**config.mk**
```make
export PLATFORM = sky130hd
export DESIGN_NAME = precise_trap_pipe
export DESIGN_NICKNAME = d
export VERILOG_FILES = /design/src/rtl/ptrap_pkg.sv /design/src/rtl/pipe_stage.sv /design/src/rtl/fetch_unit.sv /design/src/rtl/trap_unit.sv /design/src/rtl/precise_trap_pipe.sv
export SDC_FILE = /design/constraint.sdc
export NUM_CORES = 1
export LEC_CHECK = 0
export BUFFER_PORTS_ARGS = -buffer_cell sky130_fd_sc_hd__buf_2
export CAP_MARGIN = 20
export CORE_MARGIN = 5
export CORE_UTILIZATION = 61
export DETAILED_ROUTE_END_ITERATION = 12
export GPL_TIMING_DRIVEN = 0
export PLACE_DENSITY_LB_ADDON = 0.12
export SYNTH_ARGS = -nofsm -noshare
export SYNTH_HDL_FRONTEND = slang
export SYNTH_HIERARCHICAL = 1
export SYNTH_SLANG_ARGS = --single-unit
export TNS_END_PERCENT = 1
```
**constraint.sdc**
```tcl
create_clock -name clk -period 6.55 [get_ports clk]
set_input_delay 0.3275 -clock clk [delete_from_list [all_inputs] [get_ports clk]]
set_output_delay 0.3275 -clock clk [all_outputs]
set_load 0.01 [all_outputs]
```
**src/rtl/ptrap_pkg.sv**
```systemverilog
// Shared types for the precise trap pipeline.
// Assumes a fixed 32-bit PC; the cause codes are part of the block's interface.
package ptrap_pkg;
    localparam int PC_W   = 32;
    localparam int N_PIPE = 4;   // stages after fetch

    typedef enum logic [2:0] {
        CZ_NONE    = 3'd0,
        CZ_IFAULT  = 3'd1,
        CZ_ILLEGAL = 3'd2,
        CZ_OVF     = 3'd3,
        CZ_DFAULT  = 3'd4,
        CZ_IRQ     = 3'd5
    } cause_e;

    typedef struct packed {
        logic            valid;
        logic [PC_W-1:0] pc;
        cause_e          cause;
    } slot_t;
endpackage

```
**src/rtl/pipe_stage.sv**
```systemverilog
// One pipeline register. It takes the slot from the previous stage and merges
// in that stage's fault strobe, but only when the slot is valid and not yet marked.
// Assumes the slot advances every cycle; kill empties the register.
module pipe_stage #(
    parameter ptrap_pkg::cause_e FAULT_CODE = ptrap_pkg::CZ_IFAULT
) (
    input  logic              clk,
    input  logic              rst_n,
    input  logic              kill,
    input  ptrap_pkg::slot_t  in_slot,
    input  logic              fault,
    output ptrap_pkg::slot_t  out_slot
);
    import ptrap_pkg::*;

    logic   take_fault;
    cause_e next_cause;

    // Decide whether this stage contributes the first cause.
    always_comb begin
        take_fault = in_slot.valid && (in_slot.cause == CZ_NONE) && fault;
        next_cause = take_fault ? FAULT_CODE : in_slot.cause;
    end

    // Advance the slot, or empty it on reset or squash.
    always_ff @(posedge clk) begin
        if (!rst_n || kill) begin
            out_slot.valid <= 1'b0;
            out_slot.pc    <= '0;
            out_slot.cause <= CZ_NONE;
        end else begin
            out_slot.valid <= in_slot.valid;
            out_slot.pc    <= in_slot.pc;
            out_slot.cause <= next_cause;
        end
    end


    fault_mark_chk: assert property (@(posedge clk) disable iff (!rst_n)
        (in_slot.valid && in_slot.cause == CZ_NONE && fault && !kill)
        |=> (out_slot.valid && out_slot.cause == FAULT_CODE));


    first_cause_chk: assert property (@(posedge clk) disable iff (!rst_n)
        (in_slot.valid && in_slot.cause != CZ_NONE && !kill)
        |=> (out_slot.cause == $past(in_slot.cause)));
endmodule

```
**src/rtl/fetch_unit.sv**
```systemverilog
// Fetch PC and the fetch-stage slot. It issues one sequential PC per cycle.
// While an interrupt is pending in user mode, it turns the fetched slot into a
// tagged bubble. A redirect empties the fetch slot and reloads the PC.
module fetch_unit #(
    parameter logic [ptrap_pkg::PC_W-1:0] RESET_PC = '0,
    parameter int                         PC_STEP  = 4
) (
    input  logic                       clk,
    input  logic                       rst_n,
    input  logic                       redirect,
    input  logic [ptrap_pkg::PC_W-1:0] redirect_pc,
    input  logic                       irq_req,
    input  logic                       sup_mode,
    output logic [ptrap_pkg::PC_W-1:0] fetch_pc,
    output ptrap_pkg::slot_t           if_slot
);
    import ptrap_pkg::*;

    localparam logic [PC_W-1:0] STEP = PC_W'(PC_STEP);

    logic inject;

    // An interrupt may only replace a fetch in user mode.
    always_comb inject = irq_req && !sup_mode;

    // Keep the program counter: a redirect wins, otherwise it advances.
    always_ff @(posedge clk) begin
        if (!rst_n)        fetch_pc <= RESET_PC;
        else if (redirect) fetch_pc <= redirect_pc;
        else               fetch_pc <= fetch_pc + STEP;
    end

    // Fill the fetch slot with the current PC, tagged when an interrupt is injected.
    always_ff @(posedge clk) begin
        if (!rst_n || redirect) begin
            if_slot.valid <= 1'b0;
            if_slot.pc    <= '0;
            if_slot.cause <= CZ_NONE;
        end else begin
            if_slot.valid <= 1'b1;
            if_slot.pc    <= fetch_pc;
            if_slot.cause <= inject ? CZ_IRQ : CZ_NONE;
        end
    end


    irq_mask_chk: assert property (@(posedge clk) disable iff (!rst_n)
        (if_slot.valid && if_slot.cause == CZ_IRQ) |-> $past(irq_req && !sup_mode));
endmodule

```
**src/rtl/trap_unit.sv**
```systemverilog
// Writeback resolution. It commits clean slots. For a marked slot it records the
// PC and cause and enters supervisor mode. A return clears the mode bit.
// Assumes a trap in writeback outranks a simultaneous return.
module trap_unit (
    input  logic                       clk,
    input  logic                       rst_n,
    input  ptrap_pkg::slot_t           wb_slot,
    input  logic                       eret,
    output logic                       trap_taken,
    output logic                       commit_valid,
    output logic [ptrap_pkg::PC_W-1:0] epc,
    output ptrap_pkg::cause_e          ecause,
    output logic                       sup_mode
);
    import ptrap_pkg::*;

    // Classify the slot in writeback.
    always_comb begin
        trap_taken   = wb_slot.valid && (wb_slot.cause != CZ_NONE);
        commit_valid = wb_slot.valid && (wb_slot.cause == CZ_NONE);
    end

    // Record the restart point and cause when a trap is taken.
    always_ff @(posedge clk) begin
        if (!rst_n) begin
            epc    <= '0;
            ecause <= CZ_NONE;
        end else if (trap_taken) begin
            epc    <= wb_slot.pc;
            ecause <= wb_slot.cause;
        end
    end

    // Privilege bit: set on a trap, cleared on a return.
    always_ff @(posedge clk) begin
        if (!rst_n)          sup_mode <= 1'b0;
        else if (trap_taken) sup_mode <= 1'b1;
        else if (eret)       sup_mode <= 1'b0;
    end


    epc_load_chk: assert property (@(posedge clk) disable iff (!rst_n)
        trap_taken |=> (epc == $past(wb_slot.pc) && ecause == $past(wb_slot.cause)));
endmodule

```
**src/rtl/precise_trap_pipe.sv**
```systemverilog
// Top of the precise trap pipeline. It chains the fetch slot through four
// pipe_stage registers (decode, execute, memory, writeback). Each stage boundary
// takes the fault strobe of the stage being left. Writeback resolves traps.
// A trap or a return flushes every stage and redirects fetch.
// Assumes no stalls: every slot moves forward one stage per cycle.
module precise_trap_pipe #(
    parameter logic [ptrap_pkg::PC_W-1:0] VECTOR   = 32'h0000_0080,
    parameter logic [ptrap_pkg::PC_W-1:0] RESET_PC = 32'h0000_0000,
    parameter int                         PC_STEP  = 4
) (
    input  logic                           clk,
    input  logic                           rst_n,
    input  logic [ptrap_pkg::N_PIPE-1:0]   stage_fault,
    input  logic                           irq_req,
    input  logic                           eret,
    output logic [ptrap_pkg::PC_W-1:0]     fetch_pc,
    output logic                           commit_valid,
    output logic [ptrap_pkg::PC_W-1:0]     commit_pc,
    output logic                           trap_taken,
    output logic [ptrap_pkg::PC_W-1:0]     epc,
    output logic [2:0]                     ecause,
    output logic                           sup_mode
);
    import ptrap_pkg::*;

    localparam int LAST = N_PIPE;

    slot_t           chain [0:LAST];
    logic            flush;
    logic [PC_W-1:0] redirect_pc;
    cause_e          ecause_q;

    // Choose the fetch redirect: the vector on a trap, the saved PC on a return.
    always_comb begin
        flush       = trap_taken || eret;
        redirect_pc = trap_taken ? VECTOR : epc;
    end

    fetch_unit #(.RESET_PC(RESET_PC), .PC_STEP(PC_STEP)) u_fetch (
        .clk         (clk),
        .rst_n       (rst_n),
        .redirect    (flush),
        .redirect_pc (redirect_pc),
        .irq_req     (irq_req),
        .sup_mode    (sup_mode),
        .fetch_pc    (fetch_pc),
        .if_slot     (chain[0])
    );

    for (genvar i = 0; i < N_PIPE; i++) begin : g_stage
        pipe_stage #(.FAULT_CODE(cause_e'(i + 1))) u_stage (
            .clk      (clk),
            .rst_n    (rst_n),
            .kill     (flush),
            .in_slot  (chain[i]),
            .fault    (stage_fault[i]),
            .out_slot (chain[i+1])
        );
    end

    trap_unit u_trap (
        .clk          (clk),
        .rst_n        (rst_n),
        .wb_slot      (chain[LAST]),
        .eret         (eret),
        .trap_taken   (trap_taken),
        .commit_valid (commit_valid),
        .epc          (epc),
        .ecause       (ecause_q),
        .sup_mode     (sup_mode)
    );

    // Drive the writeback PC and the cause code onto the ports.
    always_comb begin
        commit_pc = chain[LAST].pc;
        ecause    = ecause_q;
    end


    squash_chk: assert property (@(posedge clk) disable iff (!rst_n)
        trap_taken |=> (!chain[0].valid && !chain[1].valid && !chain[2].valid
                        && !chain[3].valid && !chain[4].valid));


    vector_chk: assert property (@(posedge clk) disable iff (!rst_n)
        trap_taken |=> (fetch_pc == VECTOR && sup_mode));


    eret_chk: assert property (@(posedge clk) disable iff (!rst_n)
        (eret && !trap_taken) |=> (fetch_pc == $past(epc) && !sup_mode && !commit_valid));


    order_chk: assert property (@(posedge clk) disable iff (!rst_n)
        (commit_valid && $past(commit_valid)) |-> (commit_pc == $past(commit_pc) + PC_W'(PC_STEP)));
endmodule

```
[After elaboration in Yosys (flattened, before gate mapping)]
Cells that the tools add are included.
W data, S select, Z words.
Storage, ports and cells
  flip-flop bits (word level): 248
  bits in latches: 0
  bits in writable memories: 0
  bits in read-only memories: 0
  bits of input ports: 8
  word-level logic and storage cells: 60
  memories: 0
Operators by class
  $add $sub $neg: 1
  multipliers: 0
  divide/modulo/power cells: 0
  magnitude comparators: 0
  equal/unequal tests: 0
  shift operators: 0
  muxes and demuxes: 10
  bitwise operators: 0
  reduce and logical (&&, ||, !) cells: 26
Operators by type and width (number)
  $mux W32: 2
  $mux W36: 1
  $add A32 B3 Y32 const B: 1
  $logic_not A3 Y1: 5
  $logic_and A1 B1 Y1: 11
  $reduce_or A2 Y1: 4
  $mux W3: 2
  $mux W2: 2
  $mux W1: 3
  $reduce_bool A3 Y1: 1
  $logic_not A1 Y1: 2
  $logic_or A1 B1 Y1: 2
  $reduce_bool A2 Y1: 1

[Depth between registers and ports, before layout]
Gate-level depths: netlist of run 1.
  depth after elaboration: 5
  depth in mapped cells: 12
  depth with buffers taken out: 8

[Cells and area by module]
The synthesis of run 1 kept the hierarchy.
By module, submodules not included
  pipe_stage (g_stage[0].u_stage ...): times used 3, cells each 77, area an instance 1023.5 um^2, seq. area each 720.7 um^2
  fetch_unit: times used 1, cells each 292, area an instance 2727.6 um^2, seq. area each 1321.3 um^2
  trap_unit: times used 1, cells each 161, area an instance 1395.1 um^2, seq. area each 720.7 um^2
  pipe_stage (g_stage[2].u_stage): times used 1, cells each 78, area an instance 1033.5 um^2, seq. area each 720.7 um^2
  precise_trap_pipe: times used 1, cells each 36, area an instance 227.7 um^2, seq. area each 0.0 um^2

[Worst setup path before layout of run 1]
No wires, ideal clock.
  kind: register to register
  from: reg g_stage[3].u_stage/out_slot[2] (netlist bit)
  to: reg u_fetch/fetch_pc[29] (netlist bit)
  library setup time: 63 ps
  arrival: 2919 ps
  path slack: 3568 ps
  stages on the path, launching flop included: 11
  path through: dfxtp_1 -> o31ai_4 -> buf_6 -> buf_6 -> inv_1 -> buf_6 -> or2_1 -> clkbuf_1 -> or4b_2 -> or4_1 -> nand3_1
Between the ends
  cells in the longest elaborated chain, start to end: 4
  elaborated cells between the ends (all ways): 5
  classes of those cells: mux: 2; reduce/logical: 3
Ends and longest elaborated chain
  start: declaration: line pipe_stage.sv:12  | output ptrap_pkg::slot_t out_slot
  $reduce_bool A3 Y1: line trap_unit.sv:19  | trap_taken = wb_slot.valid && (wb_slot.cause != CZ_NONE);
  $logic_and A1 B1 Y1: line trap_unit.sv:19
  named net trap_taken: line precise_trap_pipe.sv:19  | output logic trap_taken,
  $logic_or A1 B1 Y1: line precise_trap_pipe.sv:35  | flush = trap_taken || eret;
  named net flush: line precise_trap_pipe.sv:29  | logic flush;
  $mux W32: line fetch_unit.sv:29  | else if (redirect) fetch_pc <= redirect_pc;
  end signal: assignment: line fetch_unit.sv:29
  end signal: assignment: line fetch_unit.sv:30  | else fetch_pc <= fetch_pc + STEP;
  end: declaration: line fetch_unit.sv:14  | output logic [ptrap_pkg::PC_W-1:0] fetch_pc,
The timed path passes the listed nets, and every way through them passes these cells.
A chain may end at the register's enable or synchronous reset.

[Worst setup path after layout of run 1]
  from: reg g_stage[3].u_stage/out_slot[2] (netlist bit)
  to: reg u_fetch/if_slot[11] (netlist bit)
Between the ends
  cells in the longest elaborated chain, start to end: 4
Ends and longest elaborated chain
  $reduce_bool A3 Y1: line trap_unit.sv:19
  $logic_and A1 B1 Y1: line trap_unit.sv:19
  $logic_or A1 B1 Y1: line precise_trap_pipe.sv:35
  named net flush: line precise_trap_pipe.sv:29
  $logic_or A1 B1 Y1: line fetch_unit.sv:35  | if (!rst_n || redirect) begin
  end: declaration: line fetch_unit.sv:15  | output ptrap_pkg::slot_t if_slot
The timed path passes the listed nets, and every way through them passes these cells.

==> summary.md, run 1 <==
| Metric | Value |
|---|---|
| Status | `complete, no violations` |
| Mapped Avg Cell Area | `10.6 um^2` |
| Num Clock Sinks | `246` |
| # hold bufs at CTS | `0` |
| Count of different cell masters after synthesis | `56` |
| DR pass1 iterations | `5` |
| Via density | `5.41` |
| Slew Limit Headroom | `0.425` |
| Total power | `2.89 mW` |
| Die area | `0.0163 mm^2` |
| Post-synthesis cell area | `0.00845 mm^2` |
| Critical register-to-register path endpoint | `u_fetch/if_slot[11]$_SDFF_PN0_` |
| CTS tree | `built` |
| Commonest non-fill, non-tap cell in the layout | `dfxtp_1` |
| GRT Resource Usage Total | `0.245` |
| Worst Setup End Kind | `flip-flop` |
| Post-Syn Instances | `798` |
| Final hold vios | `0` |
| Peak supply drop | `0.246 mV` |
| Cell leakage power | `4.29 nW` |
| Final WS setup | `2.87 ns` |
| Share of cells above drive strength 1 | `0.260` |
| Skew-Pair Late Insertion Delay | `0.51 ns` |
| Most frequent cells in the layout | `dfxtp_1 (246), buf_2 (114), and2_1 (108)` |
| Largest net degree at the start of global routing | `14` |
| CTS max path bufs | `3` |
| Worst-Margin Slew | `0.855 ns` |
| PwrDens | `291 mW/mm^2` |
| Sequential share of power | `0.528` |
| Seq/Total Area, Yosys | `0.583` |
| Fmax | `272 MHz` |
| Max-cap violations | `0` |
| Worst endpoint data arrival time | `4.13 ns` |
| Tmin final | `3.68 ns` |
| Register-to-register setup slack | `2.87 ns` |
| Post-synthesis register bit count | `246` |
| Buffers plus inverters on the worst setup path | `7` |
| Vias in the first global route | `6,054` |
| # rows | `43` |
| Dpl hpwl | `14,100 um` |
| Cell area after layout | `0.00994 mm^2` |
| Area growth, synth to finish | `17.6%` |
| CTS root buf | `clkbuf_16` |
| Hold Crit Depth | `2` |
| Place WS | `2.94 ns` |
| Port Buffers | `109` |
| Storage cell area | `0.00492 mm^2` |
| Area contributors post-synth | `dfxtp_1 (58%), and2_1 (8.0%), and2_2 (5.3%), o21ai_0 (3.1%), nand3_1 (3.0%)` |
| Chip Width | `128 um` |
| YS warnings | `6` |
| Htree depth | `1` |
| Post-route DRC | `0` |
| Initial drt markers | `373` |
| Type of the most critical hold path | `input pin to flip-flop` |
| Most frequent CP cell | `buf_6` |
| Number of flops mapped to enable cells by yosys | `0` |
| Net Count, Synth | `807` |
| Internal | `2.29 mW` |
| Crit share post-route | `0.562` |
| Die Y | `128 um` |
| WL final | `20,100 um` |
| Crit Reg-Reg Startpoint | `g_stage[3].u_stage/out_slot[2]$_SDFF_PP0_` |
| Antenna Cells | `0` |
| Max incr delay on CP | `0.49 ns` |
| Clock power frac | `0.439` |
| Count of pins over their slew limit | `0` |
| Post-CTS Setup Bufs | `0` |
| Vias | `6,091` |
| Most area-hungry cell type in the Yosys netlist | `dfxtp_1` |
| CP delay by family, top | `buffers and inverters` |
| Sw Ratio | `0.209` |
| Fill cells | `1,033` |
| WL per Instance | `17.8 um` |
| Area of the multi-input gates | `0.00312 mm^2` |
| Critical path peak fanout | `10` |
| CTS Buf Count | `24` |
| Initial antenna violation count | `0` |
| Worst Skew | `0.0164 ns` |
| Comb power frac | `0.033` |
| Reg2reg path depth | `11` |
| GP Congestion | `0.884` |
| Hold Startpoint | `irq_req` |
| CTS clk-pin slew, worst paths | `0.06 ns` |
| Sw Pwr | `0.603 mW` |
| Main flop type after synthesis | `dfxtp_1` |
| Grt ovf | `0` |
| Crit-path cells | `o31ai_4 -> buf_6 -> buf_6 -> inv_1 -> buf_6 -> or2_1 -> nand2b_1 -> inv_1 -> clkbuf_1 -> clkbuf_1 -> and2_1` |
| # setup viols final | `0` |
| First-pass GRT wire length | `31,900 um` |
| Core Footprint | `0.0137 mm^2` |
| Hold Path Sink | `u_fetch/if_slot[0]$_SDFF_PN0_` |
| Slowest cell on crit path | `clkbuf_1` |
| Crit Path Class | `flip-flop to flip-flop` |
| CTS resizes | `0` |
| Setup_tns | `0 ns` |
| Critical Path Source Type | `flip-flop` |
| Post-synth top area share | `0.583` |
| Number of top-level pins | `110` |
| Async SR Flop Fraction | `0` |
| Antenna-violating nets left | `0` |
| Initial Util | `0.616` |
| Nets | `942` |
| RSZ-0062 raised after global routing | `no` |
| Dpl cell area | `0.00923 mm^2` |
| Req. time, crit path | `7.00 ns` |
-- how the worst max path moves through the flow --
stage / start / slack [ns] / cells after the start / to
4_1_cts: g_stage[3].u_stage/out_slot[2]$_SDFF_PP0_ / 2.89 / 11 / u_fetch/if_slot[11]$_SDFF_PN0_
6_report: g_stage[3].u_stage/out_slot[2]$_SDFF_PP0_ / 2.87 / 11 / u_fetch/if_slot[11]$_SDFF_PN0_
3_3_place_gp: g_stage[3].u_stage/out_slot[2]$_SDFF_PP0_ / 2.97 / 11 / u_fetch/if_slot[11]$_SDFF_PN0_
5_1_grt: g_stage[3].u_stage/out_slot[2]$_SDFF_PP0_ / 2.65 / 11 / u_fetch/if_slot[11]$_SDFF_PN0_
3_5_place_dp: g_stage[3].u_stage/out_slot[2]$_SDFF_PP0_ / 2.94 / 11 / u_fetch/if_slot[11]$_SDFF_PN0_
2_1_floorplan: g_stage[3].u_stage/out_slot[2]$_SDFF_PP0_ / 3.57 / 10 / u_fetch/fetch_pc[29]$_SDFF_PN0_
-- cell families after synthesis --
group	Yosys count	share of synthesized area
mux	3	0.00355
flops	246	0.583
simple gates	377	0.275
buf+inv	57	0.0488
xor+xnor	11	0.0114
fa+ha+maj	1	0.00148
other cells	1	0.000444
compound gates	102	0.0765
-- state kept, by name, indices dropped and copies added, names as in the netlist --
signal / cells
u_trap/ecause: 3
u_trap/sup_mode: 1
g_stage.u_stage/out_slot: 144
u_trap/epc: 32
u_fetch/fetch_pc: 32
u_fetch/if_slot: 34
-- synthesized netlist by cell type, drive strengths merged, types with 3 or more instances --
cell	instances
mux2i	3
nand3	50
xnor2	7
or4	7
nor2	7
xor2	4
nand4	7
or3	4
and3	3
nor2b	41
o21a	5
nor4bb	5
nand2b	6
dfxtp	246
a22oi	3
a211oi	5
or2	4
clkbuf	16
o31ai	7
a31oi	5
a21oi	5
and4	6
and2	168
o211a	6
nor4	6
nor3	11
inv	7
nand2	48
o21ai	57
buf	34
-- power by group through the flow --
stage / logic [mW] / registers [mW] / clock network (mW)
floorplan: 0.0557 / 1.56 / 0
global placement: 0.0927 / 1.56 / 0
detailed placement: 0.0938 / 1.56 / 0
CTS: 0.0950 / 1.52 / 1.29
global route: 0.103 / 1.53 / 1.36
finish: 0.0952 / 1.53 / 1.27
-- final cells by class --
type,count,area share
plain buffers,50,0.0389
clock buffers,32,0.0666
clock inverters,6,0.00554
inverters,7,0.00264
multi-input cells,495,0.313
flip-flops and latches,246,0.495
well taps,180,0.0227
repair buffers,109,0.0549
-- routing by layer --
| layer | GRT usage | wire [um] | vias up | share of wire |
|---|---|---|---|---|
| met5 | 0 | 0 | - | 0 |
| li1 | - | - | 2927 | - |
| met3 | 0.0371 | 1250 | 38 | 0.062 |
| met4 | 0.0811 | 533 | 0 | 0.027 |
| met1 | 0.323 | 8580 | 2906 | 0.43 |
| met2 | 0.414 | 9710 | 220 | 0.48 |
-- per-stage QoR --
| step | hold WS, ns | util | instances |
|---|---|---|---|
| floorplan | 0.406 | - | 798 |
| global placement | 0.407 | 0.672 | 1087 |
| detailed placement | 0.410 | 0.672 | 1087 |
| CTS | 0.0856 | 0.725 | 1125 |
| global route | 0.0942 | 0.725 | 1125 |
| finish | 0.102 | 0.725 | 1125 |
No activity file was read; power rests on OpenSTA's default activity.
==> run 2, diff against run 1 <==
- CORE_UTILIZATION: 61 -> 51
- clock period: 6.55 -> 3.29 ns (I/O delays scaled with it)
==> summary.md, run 2 (synthesis gave the netlist of run 1 again) <==
| Metric | Value |
|---|---|
| Dpl hpwl | `14,400 um` |
| Post-route DRC | `0` |
| Non-Filler Instances | `1,180` |
| Port Buffers | `109` |
| WL final | `20,600 um` |
| Status | `complete, no violations` |
| Share of cells above drive strength 1 | `0.274` |
| Register-to-register setup slack | `0.10 ns` |
| Die Y | `139 um` |
| Cell area after layout | `0.0101 mm^2` |
| Critical path capture point | `u_fetch/fetch_pc[29]$_SDFF_PN0_` |
| Commonest non-fill, non-tap cell in the layout | `dfxtp_1` |
| Antenna-violating nets left | `0` |
| Dpl cell area | `0.00928 mm^2` |
| DR pass1 iterations | `5` |
| Vias in the first global route | `6,021` |
| CTS tree | `built` |
| # rows | `47` |
| CTS clk-pin slew, worst paths | `0.06 ns` |
| Initial antenna violation count | `0` |
| Crit Path Class | `flip-flop to flip-flop` |
| Htree depth | `1` |
| Vias | `6,171` |
| PwrDens | `583 mW/mm^2` |
| Core Footprint | `0.0164 mm^2` |
| Slew Limit Headroom | `0.360` |
| Crit share post-route | `0.969` |
| Largest net degree at the start of global routing | `15` |
| Initial drt markers | `377` |
| WL per Instance | `17.5 um` |
| Cell leakage power | `4.36 nW` |
| Grt ovf | `0` |
| Area growth, synth to finish | `19.8%` |
| Type of the most critical hold path | `input pin to flip-flop` |
| Total power | `5.91 mW` |
| Fmax | `314 MHz` |
| CTS max path bufs | `3` |
| Tmin final | `3.19 ns` |
| CTS root buf | `clkbuf_16` |
| Number of flip-flops in the largest register | `144` |
| Critical path peak fanout | `10` |
| RSZ-0062 raised after global routing | `no` |
| Req. time, crit path | `3.75 ns` |
| Final hold vios | `0` |
| Utilization after layout | `0.618` |
| Nets | `950` |
| Worst setup path start | `g_stage[3].u_stage/out_slot[1]$_SDFF_PP0_` |
| Initial Util | `0.515` |
| Count of pins over their slew limit | `0` |
| First-pass GRT wire length | `32,200 um` |
| Most frequent cells in the layout | `dfxtp_1 (246), buf_2 (114), and2_1 (108)` |
| Critical Path Source Type | `flip-flop` |
| Die area | `0.0193 mm^2` |
| Worst endpoint data arrival time | `3.65 ns` |
| Worst Skew | `0.0143 ns` |
| Critical register-to-register path endpoint | `u_fetch/fetch_pc[29]$_SDFF_PN0_` |
| Max-cap violations | `0` |
| GP Congestion | `0.883` |
| Worst-Margin Slew | `0.951 ns` |
| Number of top-level pins | `110` |
| Skew-Pair Late Insertion Delay | `0.52 ns` |
| Dpl cells | `1,127` |
| Crit Reg-Reg Startpoint | `g_stage[3].u_stage/out_slot[1]$_SDFF_PP0_` |
| Largest regs | `g_stage.u_stage/out_slot: 144 flops, u_fetch/if_slot: 34 flops` |
| Peak supply drop | `0.370 mV` |
| Largest Register | `g_stage.u_stage/out_slot` |
| Reg2reg path depth | `10` |
| Chip Width | `139 um` |
| Via density | `5.23` |
| # setup viols final | `0` |
| Final WS setup | `0.102 ns` |
| Worst Setup End Kind | `flip-flop` |
| Num Clock Sinks | `246` |
| CTS Buf Count | `25` |
| Place WS | `-0.386 ns` |
| GRT Resource Usage Total | `0.206` |
[run 2: cell count changes in the layout (fill, tap and decap cells not counted), moves of 2 or more]
| cell | change |
|---|---|
| buf_4 | +5 |
| clkbuf_8 | +5 |
| clkbuf_1 | -4 |
| clkbuf_2 | +2 |
| dlygate4sd3_1 | +2 |
[run 2: critical path, cell delays in order, from the launching register on]
cell and delay (ns):
dfxtp_1 0.37, o31ai_4 0.31, buf_6 0.18, buf_6 0.15
inv_1 0.17, buf_6 0.20, or2_4 0.33, clkbuf_4 0.22
or4b_2 0.68, or4_1 0.43, nand3_1 0.09
[run 2: metrics by stage]
step	hold WS [ns]	setup TNS (ns)
after floorplan	0.331	0
after CTS	0.0613	0
after detailed placement	0.410	-5.95
after global placement	0.407	-5.21
final	0.0764	0
after global routing	0.0733	0
[run 2: area by class of cell]
cell class	instances	area (um^2)
fillers	1388	6270
flip-flops and latches	246	4920
multi-input cells	495	3120
clock buffers	36	727
repair buffers	116	603
plain buffers	50	393
well taps	220	275
clock inverters	9	61.3
inverters	7	26.3
diodes	1	2.50
[run 2: worst min-delay path by stage]
stage                                               startpoint                                         end  cells after the start
global route                                    stage_fault[0]   g_stage[0].u_stage/out_slot[0]$_SDFF_PP0_                      3
floorplan                                              irq_req               u_fetch/if_slot[0]$_SDFF_PN0_                      1
global placement    g_stage[0].u_stage/out_slot[33]$_SDFF_PP0_  g_stage[1].u_stage/out_slot[33]$_SDFF_PP0_                      1
finish                                          stage_fault[0]   g_stage[0].u_stage/out_slot[0]$_SDFF_PP0_                      3
detailed placement   g_stage[1].u_stage/out_slot[4]$_SDFF_PP0_   g_stage[2].u_stage/out_slot[4]$_SDFF_PP0_                      1
CTS                                             stage_fault[0]   g_stage[0].u_stage/out_slot[0]$_SDFF_PP0_                      3
[run 2: power by group]
group	leakage [nW]	switching (mW)	internal [mW]
registers	1.99	0.0312	3.01
clock network	0.392	1.14	1.54
logic	1.99	0.122	0.0734
[run 2: what timing repair did]
item	CTS	global route
resized for setup	6	0
pin swaps	1	0
hold endpoints to repair	2	0
endpoints found under the setup margin	28	2
hold buffers	2	0
setup buffers	1	4
[run 2: metal layers]
layer  vias up  routed length [um]  track usage
met3        51                1300       0.0410
li1       2953                   -            -
met4         0                 555       0.0633
met5         -                   0            0
met1      2963                8750        0.263
met2       204               10000        0.355
==> run 3, diff against run 2 <==
- REMOVE_ABC_BUFFERS: default -> 1
==> summary.md, run 3 (synthesis gave the netlist of run 1 again) <==
| Metric | Value |
|---|---|
| Initial drt markers | `223` |
| First-pass GRT wire length | `30,500 um` |
| Die Y | `139 um` |
| Worst endpoint data arrival time | `3.42 ns` |
| Count of pins over their slew limit | `0` |
| Worst-Margin Slew | `0.892 ns` |
| # setup viols final | `0` |
| Status | `complete, no violations` |
| # rows | `47` |
| Worst Skew | `0.00886 ns` |
| Worst Setup End Kind | `flip-flop` |
| Slew Limit Headroom | `0.404` |
| CTS clk-pin slew, worst paths | `0.06 ns` |
| Nets | `906` |
| Chip Width | `139 um` |
| Grt ovf | `0` |
| Number of top-level pins | `110` |
| Type of the most critical hold path | `input pin to flip-flop` |
| Share of cells above drive strength 1 | `0.259` |
| Antenna Cells | `0` |
| PwrDens | `619 mW/mm^2` |
| Req. time, crit path | `3.69 ns` |
| Area growth, synth to finish | `17.8%` |
| Most frequent cells in the layout | `dfxtp_1 (246), and2_1 (108), buf_2 (108)` |
| Critical Path Source Type | `flip-flop` |
| Antenna-violating nets left | `0` |
| Die area | `0.0193 mm^2` |
| Largest Register | `g_stage.u_stage/out_slot` |
| Crit-path cells | `o31ai_4 -> clkinvlp_4 -> buf_16 -> or2_4 -> nand2b_2 -> clkinvlp_4 -> and2_1 -> o31a_1 -> a221o_1` |
| Post-route DRC | `0` |
| Non-Filler Instances | `1,135` |
| Max incr delay on CP | `0.57 ns` |
| Cell leakage power | `4.22 nW` |
| Vias | `5,874` |
| Final hold vios | `0` |
| Vias in the first global route | `5,771` |
| CTS root buf | `clkbuf_16` |
| Number of flip-flops in the largest register | `144` |
| Setup_tns | `0 ns` |
| Critical path peak fanout | `19` |
| Dpl hpwl | `11,300 um` |
| Peak supply drop | `0.497 mV` |
| Dpl cell area | `0.00900 mm^2` |
| Largest regs | `g_stage.u_stage/out_slot: 144 flops, u_fetch/if_slot: 34 flops` |
| Via density | `5.18` |
| Crit Path Class | `flip-flop to flip-flop` |
| RSZ-0062 raised after global routing | `no` |
| CTS tree | `built` |
| Dpl cells | `1,082` |
| Most frequent CP cell | `clkinvlp_4` |
| Htree depth | `1` |
| Port Buffers | `109` |
| Max-cap violations | `0` |
| Cell area after layout | `0.00996 mm^2` |
| CTS max path bufs | `3` |
| WL final | `19,200 um` |
| Skew-Pair Late Insertion Delay | `0.51 ns` |
| Crit share post-route | `0.920` |
| Tmin final | `3.03 ns` |
| GRT Resource Usage Total | `0.192` |
| Slowest cell on crit path | `dfxtp_1` |
| CP delay by family, top | `simple AND/OR/NAND/NOR gates` |
| Largest net degree at the start of global routing | `76` |
| WL per Instance | `16.9 um` |
| Buffers plus inverters on the worst setup path | `3` |
| Commonest non-fill, non-tap cell in the layout | `dfxtp_1` |
| GP Congestion | `0.767` |
| Num Clock Sinks | `246` |
| CTS Buf Count | `25` |
| Initial Util | `0.515` |
| DR pass1 iterations | `4` |
| Fmax | `330 MHz` |
| Total power | `6.17 mW` |
| Core Footprint | `0.0164 mm^2` |
| Initial antenna violation count | `0` |
-- run 3: cell count changes in the layout (fill, tap and decap cells not counted), moves of 3 or more --
cell,delta
buf_2,-6
bufinv_16,+4
buf_6,-19
buf_1,-3
clkbuf_1,-12
buf_16,+3
buf_4,-6
-- run 3: final timing paths --
kind                                               from                                          to  slack (ns)  cells after the start
min                                      stage_fault[1]   g_stage[1].u_stage/out_slot[1]$_SDFF_PP0_        0.08                      3
max          g_stage[3].u_stage/out_slot[35]$_SDFF_PP0_             u_fetch/fetch_pc[31]$_SDFF_PN0_        0.26                      9
min reg2reg  g_stage[1].u_stage/out_slot[15]$_SDFF_PP0_  g_stage[2].u_stage/out_slot[15]$_SDFF_PP0_        0.42                      1
max reg2reg  g_stage[3].u_stage/out_slot[35]$_SDFF_PP0_             u_fetch/fetch_pc[31]$_SDFF_PN0_        0.26                      9
-- run 3: through the flow --
stage	hold WS (ns)	utilization	setup slack [ns]
after detailed placement	0.410	0.549	-1.40
after global placement	0.409	0.542	-3.45
final	0.0787	0.607	0.264
after CTS	0.0571	0.606	0.111
after global routing	0.0745	0.607	0.155
after floorplan	0.286	-	-1.21
-- run 3: metal layers --
layer | wire length, um | vias up | part of all wire | GRT usage
li1 | - | 2874 | - | -
met1 | 8780 | 2827 | 0.46 | 0.256
met2 | 8890 | 143 | 0.46 | 0.322
met3 | 1070 | 30 | 0.056 | 0.0397
met4 | 449 | 0 | 0.023 | 0.0458
met5 | 0 | - | 0 | 0
-- run 3: cell type report --
| cell class | instances | area, um^2 |
|---|---|---|
| fill | 1386 | 6440 |
| sequential | 246 | 4920 |
| multi-input combinational | 497 | 3140 |
| clock buffer | 36 | 727 |
| timing repair buffer | 119 | 701 |
| tap | 220 | 275 |
| clock inverter | 9 | 153 |
| inverter | 7 | 33.8 |
| timing repair inverter | 1 | 7.51 |
-- run 3: timing repair --
action | 4_1_cts | 5_1_grt
setup endpoints to repair | 209 | 2
hold endpoints to repair | 2 | 0
gates cloned | 2 | 1
gates resized for setup | 5 | 0
buffers inserted | 2 | 0
pin swaps | 1 | 1
hold buffers | 2 | 0
-- run 3: power by group --
group	switching (mW)	leakage [nW]	internal [mW]
clock	1.11	0.434	1.85
combinational	0.113	1.80	0.0560
sequential	0.0315	1.99	3.01
-- run 3: worst register-to-register path, cell delays in order (launching register included) --
cell        delay [ns]
dfxtp_1           0.57
o31ai_4           0.17
clkinvlp_4        0.14
buf_16            0.16
or2_4             0.34
nand2b_2          0.41
clkinvlp_4        0.43
and2_1            0.33
o31a_1            0.11
a221o_1           0.25
